--- config.mk ---
export PLATFORM = sky130hd
export DESIGN_NAME = sensor_fault_guard
export DESIGN_NICKNAME = d
export VERILOG_FILES = /design/src/rtl/fguard_pkg.sv /design/src/rtl/fguard_datapath.sv /design/src/rtl/fguard_ctrl.sv /design/src/rtl/sensor_fault_guard.sv
export SDC_FILE = /design/constraint.sdc
export NUM_CORES = 1
export LEC_CHECK = 0
export ABC_CLOCK_PERIOD_IN_PS = 4300
export BUFFER_PORTS_ARGS = -buffer_cell sky130_fd_sc_hd__buf_2
export CORE_AREA = 3 3 61 63
export CTS_BUF_LIST = sky130_fd_sc_hd__clkbuf_2 sky130_fd_sc_hd__clkbuf_4 sky130_fd_sc_hd__clkbuf_8
export CTS_CLUSTER_DIAMETER = 100
export DETAILED_ROUTE_END_ITERATION = 6
export DIE_AREA = 0 0 64 66
export HOLD_SLACK_MARGIN = 0.12
export SLEW_MARGIN = 20
export SYNTH_ARGS = -nofsm -noshare
export SYNTH_HDL_FRONTEND = slang
export SYNTH_SLANG_ARGS = --single-unit
--- constraint.sdc ---
create_clock -name clk -period 4.3 [get_ports clk]
set_clock_uncertainty 0.05 [all_clocks]
set_input_delay 1.075 -clock clk [delete_from_list [all_inputs] [get_ports clk]]
set_output_delay 1.075 -clock clk [all_outputs]
set_load 0.005 [all_outputs]
--- src/rtl/fguard_pkg.sv ---
package fguard_pkg;
  // Strobes passed from control to datapath
  typedef struct packed {
    logic capture;
  } fg_strobe_t;

  typedef enum logic [1:0] {
    DRV_LINEAR = 2'b00,
    DRV_LOW    = 2'b01,
    DRV_HIGH   = 2'b10
  } drive_e;

  // cfgCtl field positions
  localparam int CFG_EXT_EN  = 3;
  localparam int CFG_INT_EN  = 2;
  localparam int CFG_EXT_POL = 1;
  localparam int CFG_INT_POL = 0;
endpackage

--- src/rtl/fguard_datapath.sv ---
module fguard_datapath
  import fguard_pkg::*;
#(
  parameter int EXT_N       = 4,
  parameter int INT_N       = 5,
  parameter int STAT_W      = 16,
  parameter int SYNC_STAGES = 2,
  parameter int EXT_FLAG_BIT = 7,
  parameter int INT_FLAG_BIT = 8,
  parameter int INT_LSB      = 9
) (
  input  logic             clk,
  input  logic             rstN,
  input  logic [EXT_N-1:0] compExt,
  input  logic [INT_N-1:0] compInt,
  input  fg_strobe_t       strobe,
  output logic             extFlag,
  output logic             intFlag,
  output logic [STAT_W-1:0] status
);
  localparam int NBITS = EXT_N + INT_N;

  logic [NBITS-1:0] rawBits;
  logic [NBITS-1:0] syncChain [SYNC_STAGES];
  logic [EXT_N-1:0] syncExt;
  logic [INT_N-1:0] syncInt;
  logic [STAT_W-1:0] liveStatus;

  assign rawBits = {compInt, compExt};

  // Per-stage synchronizer registers
  for (genvar s = 0; s < SYNC_STAGES; s++) begin : g_sync
    always_ff @(posedge clk or negedge rstN) begin
      if (!rstN) begin
        syncChain[s] <= '0;
      end else begin
        if (s == 0) syncChain[s] <= rawBits;
        else        syncChain[s] <= syncChain[(s == 0) ? 0 : s-1];
      end
    end
  end

  assign syncExt = syncChain[SYNC_STAGES-1][EXT_N-1:0];
  assign syncInt = syncChain[SYNC_STAGES-1][NBITS-1:EXT_N];

  assign extFlag = |syncExt;
  assign intFlag = |syncInt;

  always_comb begin
    liveStatus = '0;
    liveStatus[EXT_N-1:0]        = syncExt;
    liveStatus[INT_LSB +: INT_N] = syncInt;
    liveStatus[EXT_FLAG_BIT]     = extFlag;
    liveStatus[INT_FLAG_BIT]     = intFlag;
  end

  always_ff @(posedge clk or negedge rstN) begin
    if (!rstN)               status <= '0;
    else if (strobe.capture) status <= liveStatus;
  end

  // status holds while no capture strobe
  p_hold_r8: assert property (@(posedge clk) disable iff (!rstN)
    !strobe.capture |=> $stable(status));

  // a capture loads the synchronized external bits
  p_track_r8: assert property (@(posedge clk) disable iff (!rstN)
    strobe.capture |=> status[EXT_N-1:0] == $past(syncExt));

  // unused status bits stay zero
  p_unused_zero_r2: assert property (@(posedge clk) disable iff (!rstN)
    status[EXT_FLAG_BIT-1:EXT_N] == '0);
endmodule

--- src/rtl/fguard_ctrl.sv ---
module fguard_ctrl
  import fguard_pkg::*;
(
  input  logic       clk,
  input  logic       rstN,
  input  logic       outEn,
  input  logic [3:0] cfgCtl,
  input  logic       extFlag,
  input  logic       intFlag,
  output fg_strobe_t strobe,
  output logic [1:0] driveCmd
);
  logic extForce;
  logic intForce;
  drive_e driveSel;

  assign extForce = cfgCtl[CFG_EXT_EN] & extFlag;
  assign intForce = cfgCtl[CFG_INT_EN] & intFlag;

  always_comb begin
    strobe = '0;
    strobe.capture = outEn;
  end

  // External group is checked first so it wins any conflict
  always_comb begin
    if (extForce)      driveSel = cfgCtl[CFG_EXT_POL] ? DRV_HIGH : DRV_LOW;
    else if (intForce) driveSel = cfgCtl[CFG_INT_POL] ? DRV_HIGH : DRV_LOW;
    else               driveSel = DRV_LINEAR;
  end

  assign driveCmd = driveSel;

  p_ext_wins_r6: assert property (@(posedge clk) disable iff (!rstN)
    (cfgCtl[3] && extFlag) |-> driveCmd == {cfgCtl[1], !cfgCtl[1]});

  p_int_force_r5: assert property (@(posedge clk) disable iff (!rstN)
    (cfgCtl[2] && intFlag && !(cfgCtl[3] && extFlag))
      |-> driveCmd == {cfgCtl[0], !cfgCtl[0]});

  p_linear_r7: assert property (@(posedge clk) disable iff (!rstN)
    (!(cfgCtl[3] && extFlag) && !(cfgCtl[2] && intFlag)) |-> driveCmd == 2'b00);

  p_legal_code_r7: assert property (@(posedge clk) disable iff (!rstN)
    driveCmd != 2'b11);
endmodule

--- src/rtl/sensor_fault_guard.sv ---
module sensor_fault_guard
  import fguard_pkg::*;
#(
  parameter int EXT_N       = 4,
  parameter int INT_N       = 5,
  parameter int STAT_W      = 16,
  parameter int SYNC_STAGES = 2
) (
  input  logic              clk,
  input  logic              rstN,
  input  logic [EXT_N-1:0]  compExt,
  input  logic [INT_N-1:0]  compInt,
  input  logic [3:0]        cfgCtl,
  input  logic              outEn,
  output logic [STAT_W-1:0] alarmStatus,
  output logic              extFlag,
  output logic              intFlag,
  output logic [1:0]        driveCmd
);
  fg_strobe_t strobe;

  fguard_ctrl i_ctrl (
    .clk      (clk),
    .rstN     (rstN),
    .outEn    (outEn),
    .cfgCtl   (cfgCtl),
    .extFlag  (extFlag),
    .intFlag  (intFlag),
    .strobe   (strobe),
    .driveCmd (driveCmd)
  );

  fguard_datapath #(
    .EXT_N       (EXT_N),
    .INT_N       (INT_N),
    .STAT_W      (STAT_W),
    .SYNC_STAGES (SYNC_STAGES)
  ) i_dp (
    .clk     (clk),
    .rstN    (rstN),
    .compExt (compExt),
    .compInt (compInt),
    .strobe  (strobe),
    .extFlag (extFlag),
    .intFlag (intFlag),
    .status  (alarmStatus)
  );
endmodule

==> results of run 1 <==
layout make-up:
type,instances,area share
Sequential cell,29,0.607
Multi-Input combinational cell,25,0.171
Clock inverter,2,0.00837
Timing Repair Buffer,30,0.126
Clock buffer,6,0.0377
Inverter,1,0.00314
Tap cell,46,0.0481
flip-flops by register name, summed over array words and instances (netlist names):
| name | flops |
|---|---|
| i_dp.liveStatus | 9 |
| i_dp.status | 11 |
| i_dp.syncChain | 9 |
power by group:
group,switching (mW),total [mW],internal (mW)
Clock,0.0876,0.156,0.0684
Sequential,0.00813,0.298,0.290
Combinational,0.0188,0.0406,0.0218
routing by layer:
layer	wire length, um	vias up	GRT usage
met5	0	-	0
met4	49	0	0.0728
met3	129	5	0.0340
met2	778	26	0.134
met1	624	260	0.0941
li1	-	257	-
kinds of logic (layout without fill, tap and decap cells):
logic type      Yosys count  count (layout)
flops                    29              29
other cells               1               5
compound gates            4               4
mux                      11              11
simple gates              5               5
buf+inv                   7              39
stage by stage:
stage               total power, mW  cells
floorplan                     0.322     61
global placement              0.344    131
detailed placement            0.346    131
CTS                           0.505    139
global route                  0.527    139
finish                        0.495    139
Yosys cell counts:
| library cell | n |
|---|---|
| nand2b_1 | 1 |
| mux2_4 | 1 |
| or2_1 | 1 |
| buf_4 | 5 |
| nand2_1 | 1 |
| or4_1 | 2 |
| o21ai_0 | 1 |
| o22ai_1 | 2 |
| dfrtp_1 | 29 |
| inv_1 | 1 |
| o41ai_1 | 1 |
| conb_1 | 1 |
| mux2_2 | 10 |
| clkbuf_1 | 1 |
how the worst min path moves through the flow:
stage / cells after the start / end / slack [ns] / startpoint
2_1_floorplan: 0 / i_dp.liveStatus[0]$_DFF_PN0_ / 0.28 / i_dp.syncChain[9]$_DFF_PN0_
3_3_place_gp: 0 / i_dp.liveStatus[9]$_DFF_PN0_ / 0.28 / i_dp.syncChain[13]$_DFF_PN0_
3_5_place_dp: 0 / i_dp.liveStatus[9]$_DFF_PN0_ / 0.29 / i_dp.syncChain[13]$_DFF_PN0_
4_1_cts: 0 / i_dp.liveStatus[3]$_DFF_PN0_ / 0.29 / i_dp.syncChain[12]$_DFF_PN0_
5_1_grt: 0 / i_dp.liveStatus[3]$_DFF_PN0_ / 0.30 / i_dp.syncChain[12]$_DFF_PN0_
6_report: 0 / i_dp.liveStatus[3]$_DFF_PN0_ / 0.29 / i_dp.syncChain[12]$_DFF_PN0_
==> flow_metrics.env, run 1 <==
export IMPL_nets=108
export IMPL_maxCapViolCount=0
export IMPL_cts_tree="built"
export IMPL_routedWlPerCell_um=11.4
export IMPL_finalCriticalPeriod_ns=2.94
export IMPL_synthAdderAreaFrac=0
export IMPL_cp_endpoint="driveCmd[0]"
export IMPL_slowest_stage="o41ai_1"
export IMPL_hpwlAfterDp_mm=1.21
export IMPL_dpl_worst_slack_ns=1.49
export IMPL_yosys_area_share_simple=0.0326
export IMPL_core_area_sq_um=3280
export IMPL_drive_above_1_share=0.527
export IMPL_grt_use_total=0.0871
export IMPL_layout_commonest_cell="buf_2"
export IMPL_syn_to_final_growth_pct=24.6
export IMPL_worst_pin_slew_ns=0.685
export IMPL_yosys_top_cells_area="dfrtp_1 76%, mux2_2 12%, buf_4 3.9%, mux2_4 1.6%, or4_1 1.6%"
export IMPL_synth_compound_area_share=0.0274
export IMPL_final_cell_mix="30 x buf_2, 29 x dfrtp_1, 10 x mux2_2"
export IMPL_antenna_found_initial=0
export IMPL_place_area_sq_um=1140
export IMPL_syn_instance_count=57
export IMPL_r2r_end="i_dp.status[8]$_DFFE_PN0P_"
export IMPL_relSlewSlack=0.537
export IMPL_ios=36
export IMPL_period_share=0.685
export IMPL_grt_pass1_wl_mm=2.62
export IMPL_crit_path_end_kind="primary output"
export IMPL_layout_setup_ws_ns=1.36
export IMPL_numPortBuffers=30
export IMPL_path_max_fanout=4
export IMPL_syn_area_per_cell_sq_um=16.8
export IMPL_crit_family="compound AO/OA/AOI/OAI gates"
export IMPL_hold_viol=0
export IMPL_start_kind="flip-flop"
export IMPL_worstPathRequired_ns=3.17
export IMPL_diodes=0
export IMPL_p_leak_nw=0.561
export IMPL_multiInputGateArea_sq_um=204
export IMPL_initial_utilization=0.292
export IMPL_design_die_area_sq_um=4220
export IMPL_fmax_ghz=0.340
export IMPL_gp_congestion=0.667
export IMPL_synth_top_area_share=0.756
export IMPL_clk_pin_slew_ns=0.09
export IMPL_ant_nets=0
export IMPL_critical_path_class="reg -> out"
export IMPL_synth_distinct_cells=14
export IMPL_r2r_worst_path_cells=3
export IMPL_yosys_area_share_xor_xnor=0
export IMPL_cts_buffers=5
export IMPL_dr_pass1_iters=3
export IMPL_critPathBufInv=1
export IMPL_drc=0
export IMPL_synth_top_family_by_area="multiplexers"
export IMPL_rsz0062_at_grt="false"
export IMPL_arrival_ns=1.82
export IMPL_critPathMaxStageDelay_ns=0.68
export IMPL_clkLatencyLatePin_ns=0.33
export IMPL_nFillCells=326
export IMPL_stdcell_area_sq_um=1200
export IMPL_ys_seq_area_frac=0.756
export IMPL_grt_overflow=0
export IMPL_die_w_um=64
export IMPL_cts_setup_buffers=0
export IMPL_grt_pass1_vias=569
export IMPL_worstReg2RegStart="i_dp.liveStatus[12]$_DFF_PN0_"
export IMPL_drt_initial_drc_count=6
export IMPL_synthMuxAreaShare=0.133
export IMPL_fin_setup_tns_ns=0
export IMPL_powerDensity_nw_per_um2=414
export IMPL_synth_area_sq_um=960
export IMPL_seq_area_sq_um=726
export IMPL_wl_mm=1.58
export IMPL_ir_drop_uv=235
export IMPL_synth_warnings=0
export IMPL_status="finished clean"
export IMPL_cts_resized=0
export IMPL_htree_levels=2
export IMPL_finalMaxSlewViolations=0
export IMPL_reg2reg_slack_ns=2.75
export IMPL_setup_viol=0
export IMPL_cts_hold_buf=0
export IMPL_whs_ns=0.288
export IMPL_fin_util=0.364
export IMPL_path_cells="o41ai_1, nand2b_1, o22ai_1, buf_2"
export IMPL_cts_root_buf="clkbuf_4"
export IMPL_path_depth=4
export IMPL_die_h_um=66
export IMPL_cts_buffer_depth=2
export IMPL_rows=21
export IMPL_viasPerCell=3.94
export IMPL_yosys_register_bits=29
export IMPL_cts_sinks=29
export IMPL_synth_top_area_cell="dfrtp_1"
export IMPL_min_delay_path_class="reg -> reg"
export IMPL_vias=548
export IMPL_grt_max_degree=30
export IMPL_critPathLaunch="i_dp.liveStatus[1]$_DFF_PN0_"
No activity file was read; power rests on OpenSTA's default activity.
==> inputs of run 2 (changes only) <==
--- a/config.mk
+++ b/config.mk
@@ -5,7 +5,7 @@
 export SDC_FILE = /design/constraint.sdc
 export NUM_CORES = 1
 export LEC_CHECK = 0
-export ABC_CLOCK_PERIOD_IN_PS = 4300
+export ABC_CLOCK_PERIOD_IN_PS = 2860
 export BUFFER_PORTS_ARGS = -buffer_cell sky130_fd_sc_hd__buf_2
 export CORE_AREA = 3 3 61 63
 export CTS_BUF_LIST = sky130_fd_sc_hd__clkbuf_2 sky130_fd_sc_hd__clkbuf_4 sky130_fd_sc_hd__clkbuf_8
==> constraint.sdc (replaced) <==
create_clock -name clk -period 2.86 [get_ports clk]
set_clock_uncertainty 0.05 [all_clocks]
set_input_delay 0.715 -clock clk [delete_from_list [all_inputs] [get_ports clk]]
set_output_delay 0.715 -clock clk [all_outputs]
set_load 0.005 [all_outputs]
==> run 2 against run 1 <==
Sequential power increased by 51%. Register-to-register slack got worse by 1.5 ns. Count of clock-buffer cells in the layout unchanged. Largest cell class unchanged. Flip-flop and latch count unchanged. Worst hold slack improved by 0.0027 ns. Global-route usage about the same. Die area unchanged. Critical path depth unchanged. Core utilization unchanged. Final area unchanged. First-iteration DRC count decreased by 33%. Combinational power increased by 54%.
==> flow_metrics.env, run 2 (synthesis gave the netlist of run 1 again) <==
export IMPL_cts_resized=0
export IMPL_worstPathRequired_ns=2.10
export IMPL_cts_buffers=5
export IMPL_dr_pass1_iters=4
export IMPL_seq_area_sq_um=726
export IMPL_relSlewSlack=0.520
export IMPL_ant_nets=0
export IMPL_whs_ns=0.291
export IMPL_hold_viol=0
export IMPL_fin_util=0.364
export IMPL_grt_pass1_wl_mm=2.71
export IMPL_regMostFlops="i_dp.status"
export IMPL_period_share=0.918
export IMPL_drt_initial_drc_count=4
export IMPL_total_power_mw=0.745
export IMPL_multiInputGateArea_sq_um=204
export IMPL_reg2reg_slack_ns=1.30
export IMPL_stdcell_area_sq_um=1200
export IMPL_htree_levels=2
export IMPL_place_area_sq_um=1140
export IMPL_combPwrFrac=0.084
export IMPL_diodes=0
export IMPL_die_w_um=64
export IMPL_rows=21
export IMPL_cts_buffer_depth=2
export IMPL_cts_hold_buf=0
export IMPL_ir_drop_uv=395
export IMPL_dpl_worst_slack_ns=0.566
export IMPL_nFillCells=324
export IMPL_largest_register_ffs=11
export IMPL_cts_root_buf="clkbuf_4"
export IMPL_start_kind="flip-flop"
export IMPL_syn_to_final_growth_pct=24.6
export IMPL_grt_overflow=0
export IMPL_routedWlPerCell_um=11.8
export IMPL_clkLatencyLatePin_ns=0.32
export IMPL_status="finished clean"
export IMPL_cts_tree="built"
export IMPL_rsz0062_at_grt="false"
export IMPL_clk_pin_slew_ns=0.09
export IMPL_final_cell_mix="30 x buf_2, 29 x dfrtp_1, 10 x mux2_2"
export IMPL_cts_setup_buffers=0
export IMPL_min_delay_path_class="reg -> reg"
export IMPL_drive_above_1_share=0.527
export IMPL_p_seq_frac=0.602
export IMPL_finalCriticalPeriod_ns=2.63
export IMPL_worst_pin_slew_ns=0.710
export IMPL_core_area_sq_um=3280
export IMPL_maxCapViolCount=0
export IMPL_nets=108
export IMPL_numPortBuffers=30
export IMPL_antenna_found_initial=0
export IMPL_grt_pass1_vias=605
export IMPL_fmax_ghz=0.381
export IMPL_ios=36
export IMPL_arrival_ns=1.86
export IMPL_p_clk_frac=0.314
export IMPL_crit_path_end_kind="primary output"
export IMPL_grt_use_total=0.0875
export IMPL_dp_cells=131
export IMPL_powerDensity_nw_per_um2=623
export IMPL_fin_setup_tns_ns=0
export IMPL_path_max_fanout=2
export IMPL_viasPerCell=3.99
export IMPL_cts_sinks=29
export IMPL_layout_setup_ws_ns=0.234
export IMPL_initial_utilization=0.292
export IMPL_wl_mm=1.64
export IMPL_p_int_mw=0.572
export IMPL_p_sw_frac=0.233
export IMPL_layout_commonest_cell="buf_2"
export IMPL_drc=0
export IMPL_switchingPower_mw=0.173
export IMPL_grt_max_degree=30
export IMPL_vias=555
export IMPL_gp_congestion=0.637
export IMPL_setup_viol=0
export IMPL_p_leak_nw=0.561
export IMPL_design_die_area_sq_um=4220
export IMPL_fin_cells=139
export IMPL_critical_path_class="reg -> out"
export IMPL_die_h_um=66
export IMPL_finalMaxSlewViolations=0
run 2: cell counts in the layout (fill, tap and decap cells not counted):
Identical to the previous run, type by type.
run 2: power by group through the flow:
stage / registers, mW / clock network (mW) / logic (mW)
global placement: 0.455 / 0 / 0.0621
global route: 0.453 / 0.265 / 0.0705
finish: 0.449 / 0.234 / 0.0624
detailed placement: 0.458 / 0 / 0.0644
floorplan: 0.455 / 0 / 0.0287
CTS: 0.449 / 0.244 / 0.0646
run 2: final timing paths:
kind,from,to,cells after the start
max,i_dp.liveStatus[12]$_DFF_PN0_,driveCmd[1],4
min in group asynchronous,rstN,i_dp.status[10]$_DFFE_PN0P_,1
max reg2reg,i_dp.liveStatus[12]$_DFF_PN0_,i_dp.status[8]$_DFFE_PN0P_,3
min,i_dp.syncChain[15]$_DFF_PN0_,i_dp.liveStatus[11]$_DFF_PN0_,0
min reg2reg,i_dp.syncChain[15]$_DFF_PN0_,i_dp.liveStatus[11]$_DFF_PN0_,0
max in group asynchronous,rstN,i_dp.syncChain[15]$_DFF_PN0_,1
run 2: critical path: stages, from the launching register on:
cell     delay, ns
dfrtp_1       0.39
or4_1         0.52
o21ai_0       0.35
o22ai_1       0.12
buf_2         0.16
run 2: area by class of cell:
| cell class | instances | area share |
|---|---|---|
| timing repair buffer | 30 | 0.126 |
| inverter | 1 | 0.00314 |
| multi-input combinational | 25 | 0.171 |
| clock inverter | 2 | 0.00837 |
| tap | 46 | 0.0481 |
| sequential | 29 | 0.607 |
| clock buffer | 6 | 0.0377 |
run 2: routing by layer:
layer  vias up  global-route usage  part of all wire
met2        26               0.152              0.53
met5         -                   0                 0
met3         4              0.0408             0.074
li1        256                   -                 -
met4         0              0.0404             0.018
met1       269              0.0886              0.38
==> inputs of run 3 (changes only) <==
--- a/config.mk
+++ b/config.mk
@@ -5,13 +5,14 @@
 export SDC_FILE = /design/constraint.sdc
 export NUM_CORES = 1
 export LEC_CHECK = 0
+export ABC_AREA = 1
 export ABC_CLOCK_PERIOD_IN_PS = 2860
 export BUFFER_PORTS_ARGS = -buffer_cell sky130_fd_sc_hd__buf_2
-export CORE_AREA = 3 3 61 63
+export CORE_AREA = 3 3 62 64
 export CTS_BUF_LIST = sky130_fd_sc_hd__clkbuf_2 sky130_fd_sc_hd__clkbuf_4 sky130_fd_sc_hd__clkbuf_8
 export CTS_CLUSTER_DIAMETER = 100
 export DETAILED_ROUTE_END_ITERATION = 6
-export DIE_AREA = 0 0 64 66
+export DIE_AREA = 0 0 65 67
 export HOLD_SLACK_MARGIN = 0.12
 export SLEW_MARGIN = 20
 export SYNTH_ARGS = -nofsm -noshare
==> run 3 against run 2 <==
Flip-flop and latch count unchanged. Worst hold slack improved by 0.013 ns. Global-route usage decreased by 0.30 points. Combinational power increased by 12%. Largest cell class unchanged. Largest power group unchanged.
==> flow_metrics.env, run 3 <==
export IMPL_status="finished clean"
export IMPL_syn_to_final_growth_pct=23.1
export IMPL_cts_resized=0
export IMPL_regMostFlops="i_dp.status"
export IMPL_dr_pass1_iters=2
export IMPL_initial_utilization=0.297
export IMPL_layout_commonest_cell="buf_2"
export IMPL_min_delay_path_class="reg -> reg"
export IMPL_drc=0
export IMPL_drt_initial_drc_count=7
export IMPL_arrival_ns=1.36
export IMPL_r2r_worst_path_cells=4
export IMPL_grt_overflow=0
export IMPL_dpl_worst_slack_ns=0.865
export IMPL_p_leak_nw=0.614
export IMPL_ios=36
export IMPL_synth_top_area_cell="dfrtp_1"
export IMPL_synth_top_area_share=0.731
export IMPL_worstReg2RegStart="i_dp.liveStatus[13]$_DFF_PN0_"
export IMPL_design_die_area_sq_um=4360
export IMPL_period_share=0.743
export IMPL_vias=579
export IMPL_crit_path_end_kind="primary output"
export IMPL_final_cell_mix="30 x buf_2, 29 x dfrtp_1, 7 x nor2_1"
export IMPL_gp_congestion=0.679
export IMPL_largest_register_ffs=11
export IMPL_yosysMostFrequentCell="dfrtp_1"
export IMPL_setup_viol=0
export IMPL_nets=118
export IMPL_cts_sinks=29
export IMPL_clk_pin_slew_ns=0.08
export IMPL_clkLatencyLatePin_ns=0.31
export IMPL_powerDensity_nw_per_um2=613
export IMPL_cts_tree="built"
export IMPL_hold_end="i_dp.liveStatus[11]$_DFF_PN0_"
export IMPL_whs_ns=0.303
export IMPL_hold_depth=0
export IMPL_path_max_fanout=3
export IMPL_die_w_um=65
export IMPL_total_power_mw=0.748
export IMPL_worstPathRequired_ns=2.10
export IMPL_die_h_um=67
export IMPL_relSlewSlack=0.585
export IMPL_finalMaxSlewViolations=0
export IMPL_cts_buffers=5
export IMPL_syn_area_per_cell_sq_um=14.8
export IMPL_yosys_register_bits=29
export IMPL_min_delay_start="i_dp.syncChain[15]$_DFF_PN0_"
export IMPL_maxCapViolCount=0
export IMPL_r2r_end="i_dp.status[8]$_DFFE_PN0P_"
export IMPL_synthFlopType="dfrtp_1"
export IMPL_stdcell_area_sq_um=1220
export IMPL_synth_edf_count=0
export IMPL_ys_seq_area_frac=0.731
export IMPL_nFillCells=345
export IMPL_synth_distinct_cells=16
export IMPL_finalCriticalPeriod_ns=2.12
export IMPL_rows=21
export IMPL_drive_above_1_share=0.485
export IMPL_diodes=0
export IMPL_fin_setup_tns_ns=0
export IMPL_synth_warnings=0
export IMPL_routedWlPerCell_um=10.7
export IMPL_antenna_found_initial=0
export IMPL_numPortBuffers=30
export IMPL_place_area_sq_um=1170
export IMPL_htree_levels=2
export IMPL_hold_viol=0
export IMPL_grt_use_total=0.0845
export IMPL_critical_path_class="reg -> out"
export IMPL_viasPerCell=3.89
export IMPL_layout_setup_ws_ns=0.736
export IMPL_grt_pass1_wl_mm=2.50
export IMPL_syn_instance_count=67
export IMPL_ir_drop_uv=361
export IMPL_synth_common_cells="29 x dfrtp_1, 7 x nor2_1, 5 x buf_4, 5 x nand2_1"
export IMPL_async_flop_share=1.00
export IMPL_hpwlAfterDp_mm=1.21
export IMPL_fmax_ghz=0.471
export IMPL_cts_root_buf="clkbuf_4"
export IMPL_reg2reg_slack_ns=1.91
export IMPL_start_kind="flip-flop"
export IMPL_wl_mm=1.59
export IMPL_worst_pin_slew_ns=0.622
export IMPL_yosys_top_cells_area="dfrtp_1 73%, mux2_4 6.1%, mux2_2 4.5%, buf_4 3.8%, nor2_1 2.6%"
export IMPL_grt_pass1_vias=555
export IMPL_ant_nets=0
export IMPL_rsz0062_at_grt="false"
export IMPL_cts_buffer_depth=2
export IMPL_synth_area_sq_um=992
export IMPL_grt_max_degree=30
export IMPL_core_area_sq_um=3340
export IMPL_cts_setup_buffers=0
export IMPL_cts_hold_buf=0
## run 3: critical path, stage by stage (launching register included)
cell and delay, ns:
dfrtp_1 0.38, nor2_1 0.18, nand2_2 0.11, nand2_2 0.08
nand2_1 0.07, o21ai_2 0.11, buf_2 0.12
## run 3: layout make-up
class / instances / area, sq um / share of cell area
inverter: 3 / 11.3 / 0.00922
sequential: 29 / 726 / 0.594
timing repair buffer: 30 / 150 / 0.123
multi-input combinational: 33 / 221 / 0.181
tap: 46 / 57.6 / 0.0471
clock inverter: 2 / 10.0 / 0.00820
clock buffer: 6 / 45.0 / 0.0369
## run 3: cells by family (layout without fill, tap and decap cells)
kind of cell | Yosys count | in the layout | synth area share
AO/OA/AOI/OAI | 4 | 4 | 0.0252
other | 1 | 5 | 0.00378
multiplexers | 8 | 8 | 0.106
flip-flops | 29 | 29 | 0.731
buffers and inverters | 9 | 41 | 0.0605
AND/OR/NAND/NOR | 16 | 16 | 0.0731
## run 3: metrics by stage
| stage | instances | util |
|---|---|---|
| finish | 149 | 0.366 |
| global route | 149 | 0.366 |
| CTS | 149 | 0.366 |
| detailed placement | 141 | 0.349 |
| global placement | 141 | 0.349 |
| floorplan | 71 | - |
## run 3: how the worst max path moves through the flow
stage / to / startpoint / slack (ns) / cells past startpoint
6_report: driveCmd[1] / i_dp.liveStatus[3]$_DFF_PN0_ / 0.74 / 6
5_1_grt: driveCmd[1] / i_dp.liveStatus[3]$_DFF_PN0_ / 0.58 / 6
4_1_cts: driveCmd[0] / i_dp.liveStatus[13]$_DFF_PN0_ / 0.70 / 7
3_5_place_dp: driveCmd[0] / cfgCtl[3] / 0.86 / 6
3_3_place_gp: driveCmd[0] / cfgCtl[3] / 0.87 / 6
2_1_floorplan: driveCmd[0] / cfgCtl[3] / 1.10 / 4
## run 3: report_power, final
| part | internal [mW] | total (mW) | switching [mW] | leakage [nW] |
|---|---|---|---|---|
| sequential | 0.437 | 0.449 | 0.0126 | 0.334 |
| clock | 0.103 | 0.229 | 0.127 | 0.0354 |
| combinational | 0.0363 | 0.0697 | 0.0334 | 0.244 |
| total | 0.576 | 0.748 | 0.173 | 0.614 |
## run 3: layer usage
layer	global-route usage	wire (um)	vias to the layer above
li1	-	-	274
met1	0.0901	630	274
met2	0.124	783	27
met3	0.0422	146	4
met4	0.0712	29	0
met5	0	0	-
